## src/rtl/ipt_pkg.sv

```systemverilog
package ipt_pkg;

  // Walk phases: each table read takes one cycle to issue and one to evaluate
  typedef enum logic [2:0] {
    WS_IDLE,
    WS_ANC_WAIT,
    WS_ANC_CHK,
    WS_ENT_WAIT,
    WS_ENT_CHK
  } walk_state_t;

endpackage

```

## src/rtl/ipt_hash.sv

```systemverilog
module ipt_hash #(
  parameter int IN_W  = 28,
  parameter int OUT_W = 5
) (
  input  logic [IN_W-1:0]  key_i,
  output logic [OUT_W-1:0] idx_o
);

  localparam int NCH   = (IN_W + OUT_W - 1) / OUT_W;
  localparam int PAD_W = NCH * OUT_W;

  logic [PAD_W-1:0] padded;
  logic [OUT_W-1:0] fold [NCH+1];

  assign padded  = PAD_W'(key_i);
  assign fold[0] = '0;

  generate
    for (genvar c = 0; c < NCH; c++) begin : g_fold
      assign fold[c+1] = fold[c] ^ padded[c*OUT_W +: OUT_W];
    end
  endgenerate

  assign idx_o = fold[NCH];

endmodule

```

## src/rtl/ipt_tag_cmp.sv

```systemverilog
module ipt_tag_cmp #(
  parameter int PID_W   = 8,
  parameter int VPN_W   = 20,
  parameter int FRAME_W = 6
) (
  input  logic [PID_W-1:0]   key_pid_i,
  input  logic [VPN_W-1:0]   key_vpn_i,
  input  logic               ent_valid_i,
  input  logic [PID_W-1:0]   ent_pid_i,
  input  logic [VPN_W-1:0]   ent_vpn_i,
  input  logic [FRAME_W-1:0] ent_next_i,
  output logic               hit_o,
  output logic               last_o
);

  localparam logic [FRAME_W-1:0] NULL_IDX = {FRAME_W{1'b1}};

  assign hit_o  = ent_valid_i && (ent_pid_i == key_pid_i) && (ent_vpn_i == key_vpn_i);
  assign last_o = (ent_next_i == NULL_IDX);

endmodule

```

## src/rtl/ipt_walk_ctrl.sv

```systemverilog
module ipt_walk_ctrl
  import ipt_pkg::*;
#(
  parameter int PID_W      = 8,
  parameter int VPN_W      = 20,
  parameter int FRAME_W    = 6,
  parameter int ANCHOR_W   = 5,
  parameter int MAX_PROBES = 8
) (
  input  logic                clk,
  input  logic                rst,
  input  logic                req_valid,
  output logic                req_ready,
  input  logic [PID_W-1:0]    req_pid,
  input  logic [VPN_W-1:0]    req_vpn,
  input  logic [ANCHOR_W-1:0] req_hash,
  output logic [PID_W-1:0]    key_pid_o,
  output logic [VPN_W-1:0]    key_vpn_o,
  output logic                anchor_rd_en,
  output logic [ANCHOR_W-1:0] anchor_rd_addr,
  input  logic [FRAME_W-1:0]  anchor_rd_data,
  output logic                entry_rd_en,
  output logic [FRAME_W-1:0]  entry_rd_addr,
  input  logic [FRAME_W-1:0]  entry_rd_next,
  input  logic                tag_hit,
  input  logic                tag_last,
  output logic                rsp_valid,
  output logic                rsp_hit,
  output logic [FRAME_W-1:0]  rsp_frame
);

  localparam int CNT_W = $clog2(MAX_PROBES + 1);
  localparam logic [FRAME_W-1:0] NULL_IDX  = {FRAME_W{1'b1}};
  localparam logic [CNT_W-1:0]   PROBE_MAX = CNT_W'(MAX_PROBES);

  walk_state_t      state;
  logic [CNT_W-1:0] probe_cnt;

  assign req_ready = (state == WS_IDLE);

  always_ff @(posedge clk) begin
    if (rst) begin
      state          <= WS_IDLE;
      probe_cnt      <= '0;
      key_pid_o      <= '0;
      key_vpn_o      <= '0;
      anchor_rd_en   <= 1'b0;
      anchor_rd_addr <= '0;
      entry_rd_en    <= 1'b0;
      entry_rd_addr  <= '0;
      rsp_valid      <= 1'b0;
      rsp_hit        <= 1'b0;
      rsp_frame      <= '0;
    end else begin
      anchor_rd_en <= 1'b0;
      entry_rd_en  <= 1'b0;
      rsp_valid    <= 1'b0;
      case (state)
        WS_IDLE: begin
          if (req_valid) begin
            key_pid_o      <= req_pid;
            key_vpn_o      <= req_vpn;
            anchor_rd_addr <= req_hash;
            anchor_rd_en   <= 1'b1;
            state          <= WS_ANC_WAIT;
          end
        end
        WS_ANC_WAIT: state <= WS_ANC_CHK;
        WS_ANC_CHK: begin
          if (anchor_rd_data == NULL_IDX) begin
            rsp_valid <= 1'b1;
            rsp_hit   <= 1'b0;
            rsp_frame <= '0;
            state     <= WS_IDLE;
          end else begin
            entry_rd_en   <= 1'b1;
            entry_rd_addr <= anchor_rd_data;
            probe_cnt     <= CNT_W'(1);
            state         <= WS_ENT_WAIT;
          end
        end
        WS_ENT_WAIT: state <= WS_ENT_CHK;
        WS_ENT_CHK: begin
          if (tag_hit) begin
            rsp_valid <= 1'b1;
            rsp_hit   <= 1'b1;
            rsp_frame <= entry_rd_addr;
            state     <= WS_IDLE;
          end else if (tag_last || (probe_cnt == PROBE_MAX)) begin
            rsp_valid <= 1'b1;
            rsp_hit   <= 1'b0;
            rsp_frame <= '0;
            state     <= WS_IDLE;
          end else begin
            entry_rd_en   <= 1'b1;
            entry_rd_addr <= entry_rd_next;
            probe_cnt     <= probe_cnt + CNT_W'(1);
            state         <= WS_ENT_WAIT;
          end
        end
        default: state <= WS_IDLE;
      endcase
    end
  end

endmodule

```

## src/rtl/ipt_lookup.sv

```systemverilog
module ipt_lookup #(
  parameter int PID_W      = 8,
  parameter int VPN_W      = 20,
  parameter int FRAME_W    = 6,
  parameter int ANCHOR_W   = 5,
  parameter int MAX_PROBES = 8
) (
  input  logic                clk,
  input  logic                rst,
  input  logic                req_valid,
  output logic                req_ready,
  input  logic [PID_W-1:0]    req_pid,
  input  logic [VPN_W-1:0]    req_vpn,
  output logic                anchor_rd_en,
  output logic [ANCHOR_W-1:0] anchor_rd_addr,
  input  logic [FRAME_W-1:0]  anchor_rd_data,
  output logic                entry_rd_en,
  output logic [FRAME_W-1:0]  entry_rd_addr,
  input  logic                entry_rd_valid,
  input  logic [PID_W-1:0]    entry_rd_pid,
  input  logic [VPN_W-1:0]    entry_rd_vpn,
  input  logic [FRAME_W-1:0]  entry_rd_next,
  output logic                rsp_valid,
  output logic                rsp_hit,
  output logic [FRAME_W-1:0]  rsp_frame
);

  localparam int KEY_W = PID_W + VPN_W;

  logic [ANCHOR_W-1:0] req_hash;
  logic [PID_W-1:0]    key_pid;
  logic [VPN_W-1:0]    key_vpn;
  logic                tag_hit;
  logic                tag_last;

  ipt_hash #(.IN_W(KEY_W), .OUT_W(ANCHOR_W)) u_hash (
    .key_i ({req_pid, req_vpn}),
    .idx_o (req_hash)
  );

  ipt_tag_cmp #(.PID_W(PID_W), .VPN_W(VPN_W), .FRAME_W(FRAME_W)) u_cmp (
    .key_pid_i   (key_pid),
    .key_vpn_i   (key_vpn),
    .ent_valid_i (entry_rd_valid),
    .ent_pid_i   (entry_rd_pid),
    .ent_vpn_i   (entry_rd_vpn),
    .ent_next_i  (entry_rd_next),
    .hit_o       (tag_hit),
    .last_o      (tag_last)
  );

  ipt_walk_ctrl #(
    .PID_W(PID_W), .VPN_W(VPN_W), .FRAME_W(FRAME_W),
    .ANCHOR_W(ANCHOR_W), .MAX_PROBES(MAX_PROBES)
  ) u_ctrl (
    .clk            (clk),
    .rst            (rst),
    .req_valid      (req_valid),
    .req_ready      (req_ready),
    .req_pid        (req_pid),
    .req_vpn        (req_vpn),
    .req_hash       (req_hash),
    .key_pid_o      (key_pid),
    .key_vpn_o      (key_vpn),
    .anchor_rd_en   (anchor_rd_en),
    .anchor_rd_addr (anchor_rd_addr),
    .anchor_rd_data (anchor_rd_data),
    .entry_rd_en    (entry_rd_en),
    .entry_rd_addr  (entry_rd_addr),
    .entry_rd_next  (entry_rd_next),
    .tag_hit        (tag_hit),
    .tag_last       (tag_last),
    .rsp_valid      (rsp_valid),
    .rsp_hit        (rsp_hit),
    .rsp_frame      (rsp_frame)
  );

endmodule

```

## config.mk

```make
export PLATFORM = sky130hd
export DESIGN_NAME = ipt_lookup
export DESIGN_NICKNAME = d
export VERILOG_FILES = /design/src/rtl/ipt_pkg.sv /design/src/rtl/ipt_hash.sv /design/src/rtl/ipt_tag_cmp.sv /design/src/rtl/ipt_walk_ctrl.sv /design/src/rtl/ipt_lookup.sv
export SDC_FILE = /design/constraint.sdc
export NUM_CORES = 1
export LEC_CHECK = 0
export BUFFER_PORTS_ARGS = -buffer_cell sky130_fd_sc_hd__buf_2
export CAP_MARGIN = 0
export CORE_ASPECT_RATIO = 1.5
export CORE_UTILIZATION = 45
export DETAILED_ROUTE_END_ITERATION = 8
export PLACE_DENSITY = 0.75
export SETUP_SLACK_MARGIN = 0.02
export SLEW_MARGIN = 15
export SYNTH_ARGS = -nofsm -noshare
export SYNTH_HDL_FRONTEND = slang
export SYNTH_SLANG_ARGS = --single-unit
```

## constraint.sdc

```tcl
create_clock -name clk -period 1.71 [get_ports clk]
set_input_delay 0.342 -clock clk [delete_from_list [all_inputs] [get_ports clk]]
set_output_delay 0.342 -clock clk [all_outputs]
set_load 0.05 [all_outputs]
```

[After elaboration in Yosys (flattened, before gate mapping)]
Index checks and enable logic that the tools add are counted.
Cells by class
  eq/ne operators: 15
  reduce and logical (&&, ||, !) cells: 9
  $add $sub $neg: 1
  multipliers: 0
  bitwise gates (word level): 6
  shifts and indexed selects: 0
  div/mod/pow operators: 0
  muxes and demuxes: 30
  magnitude comparators: 0
Operators by type and width (count)
  $mux 6: 6
  $pmux 6 s2: 2
  $eq 20x20->1: 1
  $xor 5x5->5: 4
  $pmux 3 s5: 1
  $eq 6x6->1 const B: 2
  $mux 4: 3
  $mux 1: 10
  $eq 8x8->1: 1
  $ne 2x2->1 const B: 4
  $pmux 4 s2: 1
  $eq 3x2->1 const B: 2
  $mux 3: 2
  $pmux 1 s2: 3
  $xor 5x3->5: 1
  $add 4x1->4 const B: 1
  $eq 4x4->1 const B: 1
  $mux 2: 2
  $reduce_and 4->1: 1
  $eq 3x1->1 const B: 1
  $eq 3x3->1 const B: 1
  $logic_not 3->1: 1
  $ne 3x2->1 const B: 1
  $reduce_and 3->1: 1
  other kinds (7): 8
Storage, ports and cells
  memory bits (read-only): 0
  memory bits (writable): 0
  input port bits: 72
  memories: 0
  output and inout bits: 22
  flip-flop bits (word level): 56
  latch bits: 0
  logic and storage cells: 72

[Logic depth before layout (Yosys ltp)]
  word-level depth: 5
  mapped depth: 9
  mapped depth without buffers: 8

[Cells and area by module]
A second synthesis with hierarchy kept.
Second synthesis, totals
  cell total of the unflattened synthesis: 329
  area, all modules: 2793.9 um^2
Modules (own cells, without submodules)
  ipt_walk_ctrl: sequential area each 1121.1 um^2, cells each 270, instances 1, area each 2219.6 um^2
  ipt_tag_cmp: sequential area each 0.0 um^2, cells each 41, instances 1, area each 325.3 um^2
  ipt_hash: sequential area each 0.0 um^2, cells each 18, instances 1, area each 249.0 um^2

[Worst setup path after synthesis]
Ideal clock, no wire load.
  kind: reg2out
  start: register u_ctrl.state[0]
  end: output req_ready
  required time: 1368 ps
  arrival: 1508 ps
  setup slack: -140 ps
  path buffers: 1
  stages on the path, launching flop included: 3
  cell sequence: dfxtp_1 > buf_6 > nor3_1
On the way
  cells in the longest elaborated chain, start to end: 1
Ends and longest elaborated chain
  start: declaration: line ipt_walk_ctrl.sv:36  | walk_state_t state;
  start signal: assignment: line ipt_walk_ctrl.sv:43  | state <= WS_IDLE;
  start signal: assignment: line ipt_walk_ctrl.sv:65  | state <= WS_ANC_WAIT;
  start signal: assignment: line ipt_walk_ctrl.sv:68  | WS_ANC_WAIT: state <= WS_ANC_CHK;
  $logic_not 3->1: line ipt_walk_ctrl.sv:39  | assign req_ready = (state == WS_IDLE);
  end: declaration: line ipt_lookup.sv:11  | output logic req_ready,
No other way between the ends.

[Final worst setup path]
  start: register u_ctrl.key_vpn_o[18]
  end: register u_ctrl.entry_rd_addr[2]
On the way
  cells in the longest elaborated chain, start to end: 4
Ends and longest elaborated chain
  start: declaration: line ipt_walk_ctrl.sv:18  | output logic [VPN_W-1:0] key_vpn_o,
  start signal: assignment: line ipt_walk_ctrl.sv:62  | key_vpn_o <= req_vpn;
  $eq 20x20->1: line ipt_tag_cmp.sv:18  | assign hit_o = ent_valid_i && (ent_pid_i == key_pid_i) && (ent_vpn_i == key_vpn_i);
  $logic_and 1x1->1: line ipt_tag_cmp.sv:18
  $ne 2x2->1 (no line)
  $reduce_and 4->1 (no line)
  end signal: assignment: line ipt_walk_ctrl.sv:77  | entry_rd_addr <= anchor_rd_data;
  end signal: assignment: line ipt_walk_ctrl.sv:96  | entry_rd_addr <= entry_rd_next;
  end: declaration: line ipt_walk_ctrl.sv:23  | output logic [FRAME_W-1:0] entry_rd_addr,
No other way between the ends.
A chain may end at the register's enable or synchronous reset.

==> metrics.yaml <==
status:
  violations: "negative setup slack"
  outcome: "complete, but fails checks"
placed_design:
  place_inst: 510
  routabilityCongestion: 0.894
  dpl.hpwl_um: 5610
  numPortBuffers: 93
cts:
  htreeDepth: 2
  clock_path_buffers: 2
  clk_latency_ns: 0.30
  cts_tree: "yes"
  cts-root-buf: "clkbuf_8"
  cts_buffers: 5
  ctsHoldBuffers: 0
  cts.clk_slew.worst_paths_ns: 0.10
  cts_sinks: 56
layout:
  area_growth_pct: 37.1
  layout_commonest_cell: "buf_2"
  regArea_mm2: 0.00115
  multi_input_area_mm2: 0.00178
  nets: 521
  nFillCells: 525
  stdcell_count: 522
  utilization_pct: 63.6
  layout_common_cells: "buf_2, nand2_1, a21oi_1"
  antenna_cells: 0
  drive_gt1_share_pct: 44.2
worst_setup_path:
  r2r_setup_slack_ns: -0.16
  worstPathArrival_ns: 2.07
  cp-startpoint: "u_ctrl.key_vpn_o[18]"
  crit_path_max_incr_delay_ns: 0.35
  crit_path_top_delay_cell: "nor4_4"
  worstSetupStartpointType: "flop"
  cpLargestDelayFamily: "simple AND/OR/NAND/NOR gates"
  reg2reg_depth: 6
  path_max_fanout: 8
  critPathCaptureType: "flop"
  timing.rr.start: "u_ctrl.key_vpn_o[18]"
  worstPathCellList: "xnor2_2 > nand4_1 > nor4_4 > and2_4 > o32a_4 > mux2_4"
  cp.depth: 6
  path_buf_inv: 0
  cp-endpoint: "u_ctrl.entry_rd_addr[2]"
  worstReg2RegEnd: "u_ctrl.entry_rd_addr[2]"
  critPathKind: "flop to flop"
  required_ns: 1.91
power_and_ir_drop:
  peakVddDrop_mv: 0.766
  switching_power_uw: 926
  switching_share_pct: 28.9
  seqPwrFrac_pct: 45.8
  p_int_mw: 2.27
  combPwrFrac_pct: 25.0
  clkPwrFrac_pct: 29.3
  power_density_mw_per_mm2: 826
  p_leak_nw: 1.67
yosys:
  muxShareOfSynthArea_pct: 3.19
  synth_edf_count: 0
  synth-xor-area-share_pct: 15.8
  synth_compound_area_share_pct: 11.7
  synthCells: 339
  yosys.area_share.adder_pct: 0.886
  synth-seq-cells: 56
  ys_seq_area_share_pct: 39.7
  synth_warnings: 0
  synth_nets: 413
  syn_area_mm2: 0.00283
  synth-async-reset-ratio_pct: 0
  ys_types: 42
  syn_area_per_cell_um2: 8.33
  ys.flop_type: "dfxtp_1"
  synth_top_family_by_area: "simple AND/OR/NAND/NOR gates"
  synth-simple-area-share_pct: 24.0
route:
  routedWlPerCell_um: 13.8
  drc: 0
  first_pass_iters: 5
  drt_wl_total_um: 7200
  vias_per_cell: 5.17
  num_vias: 2698
  dr.first_iter.drc_count: 109
  ant_nets: 0
global_route:
  grt_usage_pct: 23.6
  grt_overflow_total: 0
  grt_pass1_vias: 2656
  grt_pass1_wl_um: 11900
  antenna_found_initial: 0
  grt_max_degree: 32
floorplan:
  io_pins: 94
  dieArea_mm2: 0.00661
  std_cell_rows: 35
  die_y_um: 99.0
  start_util_pct: 46.4
  fp.dieW_um: 66.7
  core-area_mm2: 0.00609
sta:
  setup_viol: 17
  worst_clock_skew_ns: 0.00719
  rsz0062_at_grt: "yes"
  hold_viol_final: 0
  drv_slew: 0
  fin_crit_ns: 1.87
  worst-slew-pin-transition_ns: 0.395
  slew_headroom_pct: 73.6
  post-route-period-util_pct: 109
  worst_slack_ns: -0.158
  max_freq_mhz: 535
job:
  maxCapViolations: 0
min_path:
  worstHoldPathType: "input pin to flop"
[synth_stat cells, types with 2 or more instances]
cell       n  area share, %
buf_6      4            1.6
nor2b_1    7            1.5
buf_2      3           0.53
nor3_1     3           0.53
nand4_1    8            1.8
a211oi_1   4            1.1
clkbuf_1  10            1.3
nor4_1     2           0.44
nor2_1    10            1.3
nand3_1   15            2.7
o21ai_0    2           0.35
mux2_4     6            3.2
nand2b_1   2           0.44
a21oi_1   45            8.0
ha_1       2           0.89
inv_1      6           0.80
and2_2     2           0.53
nand2_1   78             10
nor4_2     2           0.89
xnor2_1   51             16
dfxtp_1   56             40
[power groups by stage]
stage	Combinational, mW	Clock, mW	Sequential (mW)
global route	0.870	1.01	1.48
global placement	0.758	0	1.49
detailed placement	0.768	0	1.49
finish	0.799	0.937	1.46
floorplan	0.432	0	1.57
CTS	0.794	0.958	1.46
[repair_timing]
action,in CTS,in global routing
buffers inserted,3,1
gates cloned,0,0
setup endpoints to repair,19,21
pin swaps,20,17
gates resized for setup,19,18
[registers in the layout (all words and copies together), names as in the netlist]
register and count:
u_ctrl.anchor_rd_addr 5, u_ctrl.key_vpn_o 20, u_ctrl.rsp_hit 1, u_ctrl.state 3
u_ctrl.probe_cnt 4, u_ctrl.entry_rd_en 1, u_ctrl.anchor_rd_en 1, u_ctrl.key_pid_o 8
u_ctrl.rsp_valid 1, u_ctrl.rsp_frame 6, u_ctrl.entry_rd_addr 6
[cell families (layout without fill, tap and decap cells)]
group,count (synthesis),after routing
buf+inv,25,134
fa+ha+maj,2,2
flops,56,56
compound gates,58,58
xor+xnor,51,51
mux,6,6
simple gates,141,141
[worst min-delay path by stage]
stage	start	end	slack, ns	cells after the start
after floorplan	u_ctrl.key_pid_o[0]	u_ctrl.key_pid_o[0]	0.45	2
after global placement	u_ctrl.anchor_rd_addr[3]	u_ctrl.anchor_rd_addr[3]	0.44	2
after detailed placement	u_ctrl.rsp_hit	u_ctrl.rsp_hit	0.45	2
after CTS	rst	u_ctrl.probe_cnt[0]	0.27	2
after global routing	rst	u_ctrl.probe_cnt[0]	0.28	2
final	rst	u_ctrl.probe_cnt[0]	0.28	2
[stage by stage]
step	instance area (µm²)	hold WS [ns]	power, mW	TNS (ns)	setup WS [ns]
CTS	3780	0.271	3.22	-1.59	-0.157
detailed placement	3560	0.448	2.26	-4.73	-0.340
global placement	3560	0.439	2.24	-3.97	-0.292
floorplan	2930	0.449	2.01	-0.132	-0.0220
finish	3870	0.281	3.20	-1.50	-0.158
global route	3870	0.277	3.36	-2.93	-0.230
[metal layers]
metal / up-vias / GRT usage (%) / wire, µm
li1: 1343 / - / -
met1: 1249 / 25.9 / 2750
met2: 94 / 44.6 / 3970
met3: 12 / 3.47 / 351
met4: 0 / 7.04 / 139
met5: - / 0 / 0
[cell type report]
type | instances | area share [%]
multi-input cells | 258 | 46.1
repair buffers | 120 | 18.0
clock buffers | 7 | 2.49
flip-flops and latches | 56 | 29.6
well taps | 74 | 2.39
inverters | 6 | 0.679
clock inverters | 1 | 0.775
Power figures use the tool's default switching activity.
